File: config.mk
export PLATFORM = sky130hd
export DESIGN_NAME = manch_frame_enc
export DESIGN_NICKNAME = d
export VERILOG_FILES = /design/src/rtl/mfe_pkg.sv /design/src/rtl/mfe_seq.sv /design/src/rtl/mfe_shift.sv /design/src/rtl/mfe_line.sv /design/src/rtl/manch_frame_enc.sv
export SDC_FILE = /design/constraint.sdc
export NUM_CORES = 1
export LEC_CHECK = 0
export BUFFER_PORTS_ARGS = -buffer_cell sky130_fd_sc_hd__buf_2
export CAP_MARGIN = 25
export CORE_MARGIN = 2
export CORE_UTILIZATION = 35
export DETAILED_ROUTE_END_ITERATION = 6
export MAX_ROUTING_LAYER = met4
export PLACE_DENSITY = 0.55
export SETUP_SLACK_MARGIN = 0.02
export SLEW_MARGIN = 20
export SYNTH_ARGS = -nofsm -noshare
export SYNTH_HDL_FRONTEND = slang
export SYNTH_SLANG_ARGS = --single-unit
File: constraint.sdc
create_clock -name clk -period 2.8 [get_ports clk]
set_input_delay 0.28 -clock clk [delete_from_list [all_inputs] [get_ports clk]]
set_output_delay 0.28 -clock clk [all_outputs]
set_load 0.01 [all_outputs]
File: src/rtl/mfe_pkg.sv
package mfe_pkg;

    localparam int LEN_W      = 5;
    localparam int HALF_W     = 6;
    localparam int MIN_BITS   = 2;
    localparam int MAX_BITS   = 28;
    localparam int SYNC_HALFS = 6;

    typedef enum logic [1:0] {
        SEG_IDLE,
        SEG_SYNC,
        SEG_DATA,
        SEG_PAR
    } seg_e;

    typedef struct packed {
        logic [LEN_W-1:0] nbits;
        logic             cmd;
        logic             odd;
    } cfg_t;

    function automatic logic [LEN_W-1:0] clamp_len(input logic [LEN_W-1:0] raw);
        if (raw < LEN_W'(MIN_BITS))
            return LEN_W'(MIN_BITS);
        else if (raw > LEN_W'(MAX_BITS))
            return LEN_W'(MAX_BITS);
        else
            return raw;
    endfunction

    // half-cell index of the final parity half: 2N + 7
    function automatic logic [HALF_W-1:0] last_half(input logic [LEN_W-1:0] n);
        return {n, 1'b0} + HALF_W'(SYNC_HALFS + 1);
    endfunction

endpackage

File: src/rtl/mfe_seq.sv
module mfe_seq
    import mfe_pkg::*;
(
    input  logic              clk,
    input  logic              rst,
    input  logic              send,
    input  logic [LEN_W-1:0]  len_in,
    input  logic              sync_in,
    input  logic              odd_in,
    output logic              active,
    output logic [HALF_W-1:0] hc,
    output cfg_t              cfg,
    output seg_e              seg,
    output logic              strobe,
    output logic              load_bit
);

    logic [HALF_W-1:0] twice_n;
    logic              at_end;

    assign twice_n = {cfg.nbits, 1'b0};
    assign at_end  = (hc == last_half(cfg.nbits));

    always_ff @(posedge clk) begin
        if (rst) begin
            active <= 1'b0;
            hc     <= '0;
            cfg    <= '0;
        end else if (!active) begin
            if (send) begin
                active <= 1'b1;
                hc     <= '0;
                cfg    <= '{nbits: clamp_len(len_in), cmd: sync_in, odd: odd_in};
            end
        end else if (at_end) begin
            active <= 1'b0;
            hc     <= '0;
        end else begin
            hc <= hc + 1'b1;
        end
    end

    always_comb begin
        if (!active)
            seg = SEG_IDLE;
        else if (hc < HALF_W'(SYNC_HALFS))
            seg = SEG_SYNC;
        else if (hc < twice_n + HALF_W'(SYNC_HALFS))
            seg = SEG_DATA;
        else
            seg = SEG_PAR;
    end

    // strobe one bit period ahead of data bit k: h = 4 + 2k
    assign strobe   = active && !hc[0] && (hc >= HALF_W'(SYNC_HALFS - 2))
                      && (hc <= twice_n + HALF_W'(SYNC_HALFS - 4));
    // capture at the edge ending h = 5 + 2k
    assign load_bit = active && hc[0] && (hc >= HALF_W'(SYNC_HALFS - 1))
                      && (hc <= twice_n + HALF_W'(SYNC_HALFS - 3));

    a_r2_hc_bound: assert property (@(posedge clk) disable iff (rst)
        active |-> hc <= last_half(cfg.nbits));

    a_r7_len_range: assert property (@(posedge clk) disable iff (rst)
        active |-> (cfg.nbits >= LEN_W'(MIN_BITS) && cfg.nbits <= LEN_W'(MAX_BITS)));

    a_r10_cfg_hold: assert property (@(posedge clk) disable iff (rst)
        (active && !at_end) |=> $stable(cfg));

    a_r5_strobe_pulse: assert property (@(posedge clk) disable iff (rst)
        strobe |=> !strobe);

    a_r5_load_after_strobe: assert property (@(posedge clk) disable iff (rst)
        load_bit |-> $past(strobe));

endmodule

File: src/rtl/mfe_shift.sv
module mfe_shift (
    input  logic clk,
    input  logic rst,
    input  logic start,
    input  logic load_bit,
    input  logic ser_in,
    output logic cur_bit,
    output logic par_acc
);

    always_ff @(posedge clk) begin
        if (rst || start) begin
            cur_bit <= 1'b0;
            par_acc <= 1'b0;
        end else if (load_bit) begin
            cur_bit <= ser_in;
            par_acc <= par_acc ^ ser_in;
        end
    end

endmodule

File: src/rtl/mfe_line.sv
module mfe_line
    import mfe_pkg::*;
(
    input  logic              clk,
    input  logic              rst,
    input  seg_e              seg,
    input  logic [HALF_W-1:0] hc,
    input  logic              cmd,
    input  logic              odd,
    input  logic              cur_bit,
    input  logic              par_acc,
    input  logic              inhibit,
    output logic              pos,
    output logic              neg
);

    logic level;
    logic drive;

    always_comb begin
        unique case (seg)
            SEG_SYNC: level = (hc < HALF_W'(SYNC_HALFS / 2)) ? cmd : !cmd;
            SEG_DATA: level = cur_bit ^ hc[0];
            SEG_PAR:  level = (par_acc ^ odd) ^ hc[0];
            default:  level = 1'b0;
        endcase
    end

    assign drive = (seg != SEG_IDLE) && !inhibit;
    assign pos   = drive && level;
    assign neg   = drive && !level;

    a_r9_exclusive: assert property (@(posedge clk) disable iff (rst)
        !(pos && neg));

    a_r9_one_driven: assert property (@(posedge clk) disable iff (rst)
        (seg != SEG_IDLE && !inhibit) |-> (pos ^ neg));

    a_r8_quiet: assert property (@(posedge clk) disable iff (rst)
        inhibit |-> (!pos && !neg));

    a_r4_mid_flip: assert property (@(posedge clk) disable iff (rst)
        ((seg == SEG_DATA || seg == SEG_PAR) && !hc[0] && !inhibit)
        |=> (inhibit || (pos == $past(neg) && neg == $past(pos))));

    a_r3_sync_flip: assert property (@(posedge clk) disable iff (rst)
        (seg == SEG_SYNC && hc == HALF_W'(2) && !inhibit)
        |=> (inhibit || (pos == $past(neg) && neg == $past(pos))));

endmodule

File: src/rtl/manch_frame_enc.sv
module manch_frame_enc
    import mfe_pkg::*;
(
    input  logic             clk,
    input  logic             rst,
    input  logic             send,
    input  logic [LEN_W-1:0] word_len,
    input  logic             cmd_sync,
    input  logic             odd_par,
    input  logic             ser_in,
    input  logic             inhibit,
    output logic             line_pos,
    output logic             line_neg,
    output logic             shift_stb,
    output logic             busy
);

    logic              active;
    logic [HALF_W-1:0] hc;
    cfg_t              cfg;
    seg_e              seg;
    logic              load_bit;
    logic              cur_bit;
    logic              par_acc;
    logic              start;

    assign start = send && !active;

    mfe_seq u_seq (
        .clk      (clk),
        .rst      (rst),
        .send     (send),
        .len_in   (word_len),
        .sync_in  (cmd_sync),
        .odd_in   (odd_par),
        .active   (active),
        .hc       (hc),
        .cfg      (cfg),
        .seg      (seg),
        .strobe   (shift_stb),
        .load_bit (load_bit)
    );

    mfe_shift u_shift (
        .clk      (clk),
        .rst      (rst),
        .start    (start),
        .load_bit (load_bit),
        .ser_in   (ser_in),
        .cur_bit  (cur_bit),
        .par_acc  (par_acc)
    );

    mfe_line u_line (
        .clk     (clk),
        .rst     (rst),
        .seg     (seg),
        .hc      (hc),
        .cmd     (cfg.cmd),
        .odd     (cfg.odd),
        .cur_bit (cur_bit),
        .par_acc (par_acc),
        .inhibit (inhibit),
        .pos     (line_pos),
        .neg     (line_neg)
    );

    assign busy = active;

    a_r1_idle_quiet: assert property (@(posedge clk) disable iff (rst)
        !busy |-> (!line_pos && !line_neg && !shift_stb));

endmodule

==> impl_metrics.toml <==
[status]
status = "complete, no violations"

[yosys]
synth_edf_count = 0
synth_nets = 181
synth_area_um2 = 1190
yosys_warnings = 0
synth_async_sr_flop_share_pct = 0
syn_area_per_cell_um2 = 7.73
syn_inst = 154
seq_area_frac_synth_pct = 26.9
synth_cell_type_count = 36
synth_top_area_share_pct = 26.9
ys_top_cells_by_area = "dfxtp_1, ha_1, a21oi_1"
ys.flop_type = "dfxtp_1"
synth_top_area_cell = "dfxtp_1"
synth_seq_cells = 16

[clocking]
cts_inserted_buffers = 3
cts_sinks = 16
post-cts-setup-buffers = 0
cts_tree = "built"
cts-root-buf = "clkbuf_4"
hold_buffers = 0
cts_max_path_buffers = 2
clock_latency_ns = 0.28
h-tree-depth = 1
path_clk_slew_ns = 0.10

[finish]
drive_gt1_share_pct = 20.2
regArea_um2 = 328
finish.utilization_pct = 42.2
diodes = 0
n_fill_cell = 345
final_cell_mix = "nand2_1, a21oi_1, buf_2"
area_growth_pct = 17.2
multi_input_area_um2 = 871
stdcell_count = 214
finalNetCount = 196

[sta]
fin_skew_ns = 0.00565
fmax_mhz = 377
hold_violations = 0
setup_viol = 0
slew_viol_final = 0
rsz0062_at_grt = "true"
worst_slew_pin_slew_ns = 0.597
tns_ns = 0
fin_hold_ws_ns = 0.229
layout_setup_ws_ns = 0.146
fin_crit_ns = 2.65
period_share_pct = 94.8
slew_headroom_pct = 59.8

[placement]
portBuffers = 15
dp.cells = 210
hpwl_um = 2220
post-place-ws_ns = 0.244
gp_congestion = 0.811

[global_route]
first_global_vias = 1069
track_usage_pct = 15.9
antenna_found_initial = 0
grt_overflow_total = 0
grt_max_degree = 17
grt_pass1_wl_um = 4900

[worst_setup_path]
cp.arrival_ns = 2.37
path_max_fanout = 6
r2r_slack_ns = 0.43
startpoint_type = "flip-flop"
crit_path_end_kind = "primary output"
critical_path_class = "flip-flop to primary output"
cp_data_required_time_ns = 2.52

[power_and_ir_drop]
p_clk_share_pct = 30.0
comb_power_share_pct = 19.9
p_sw_share_pct = 28.9
p_per_area_nw_per_um2 = 362
intPower_uw = 360
p_seq_share_pct = 50.1
max-vdd-ir-drop_mv = 0.265
p_leak_nw = 0.574
switchingPower_uw = 146

[floorplan]
boundaryPins = 16
core_um2 = 3310
rows = 21
die_h_um = 62.3
die_x_um = 62.3
die_area_um2 = 3890
initial_core_util_pct = 36.0

[hold_path]
hold_class = "input port to flip-flop"

[detailed_routing]
firstDrtPassIters = 4
post_drt_wl_per_cell_um = 13.6
drt-total-wl_um = 2910
drc_errors = 0
num_vias = 1165
drt_iter0_drc = 29
vias_per_cell = 5.44
ant_nets = 0

[flow_run]
cap_violations = 0
## power groups by stage
stage | sequential [mW] | clock, mW | combinational, mW
2_1_floorplan | 0.250 | 0 | 0.0692
3_3_place_gp | 0.257 | 0 | 0.0911
3_5_place_dp | 0.257 | 0 | 0.0932
4_1_cts | 0.252 | 0.157 | 0.0942
5_1_grt | 0.256 | 0.169 | 0.114
6_report | 0.253 | 0.152 | 0.101
## cell families after synthesis
| group | synth area share [%] |
|---|---|
| xor gates and xnor gates | 5.88 |
| and+or+nand+nor | 24.9 |
| buffers and inverters | 3.89 |
| AOI/OAI and AO/OA | 21.8 |
| DFF | 26.9 |
| muxes | 0.840 |
| adders and majority gates | 15.8 |
## per-stage QoR
stage / instance area [um^2] / power, mW
6_report: 1400 / 0.506
2_1_floorplan: 1190 / 0.320
4_1_cts: 1350 / 0.503
3_3_place_gp: 1300 / 0.348
5_1_grt: 1400 / 0.538
3_5_place_dp: 1300 / 0.350
## synth_stat cells, types with 4 or more instances
| cell | count |
|---|---|
| nor3_1 | 8 |
| nand2_1 | 16 |
| dfxtp_1 | 16 |
| and3_1 | 4 |
| a21oi_1 | 17 |
| nor2_1 | 12 |
| ha_1 | 15 |
| xor2_1 | 5 |
| o21ai_0 | 7 |
| clkbuf_1 | 4 |
| nand3_1 | 8 |
| inv_1 | 7 |
## worst max-delay path, stage by stage (launching register included)
cell and delay (ns):
dfxtp_4 0.39, inv_4 0.05, ha_4 0.16, nor2_4 0.10, xnor2_2 0.06, ha_1 0.34
nand4_1 0.15, nor3_2 0.29, nor3_2 0.07, nor3_2 0.20, and3b_1 0.17, buf_2 0.12
## routing by layer
| metal | wire length, um | GRT usage [%] | up-vias |
|---|---|---|---|
| met1 | 1310 | 20.3 | 543 |
| li1 | - | - | 586 |
| met3 | 139 | 2.36 | 4 |
| met2 | 1410 | 25.5 | 32 |
| met4 | 47 | 6.11 | 0 |
| met5 | 0 | - | - |
## registers in the layout, indices dropped and copies added (netlist names)
name             count
u_seq.hc             6
u_shift.cur_bit      1
u_shift.par_acc      1
u_seq.active         1
u_seq.cfg            7
## final timing paths
kind / start / endpoint / depth (start not counted)
max reg2reg: u_seq.cfg[2] / u_shift.par_acc / 9
max: u_seq.cfg[2] / line_neg / 11
min: cmd_sync / u_seq.cfg[1] / 3
min reg2reg: u_seq.cfg[1] / u_seq.cfg[1] / 2
## timing repair
action / CTS / global route
resized for setup: 3 / 14
endpoints found under the setup margin: 3 / 3
pin swaps: 0 / 9
## final cells by class
cell class | count | share of cell area (%)
Clock buffer | 4 | 2.60
Inverter | 7 | 2.06
Tap cell | 46 | 4.12
Sequential cell | 16 | 23.5
Timing Repair Buffer | 15 | 5.38
Multi-Input combinational cell | 126 | 62.4
(Power assumes the default switching activity.)
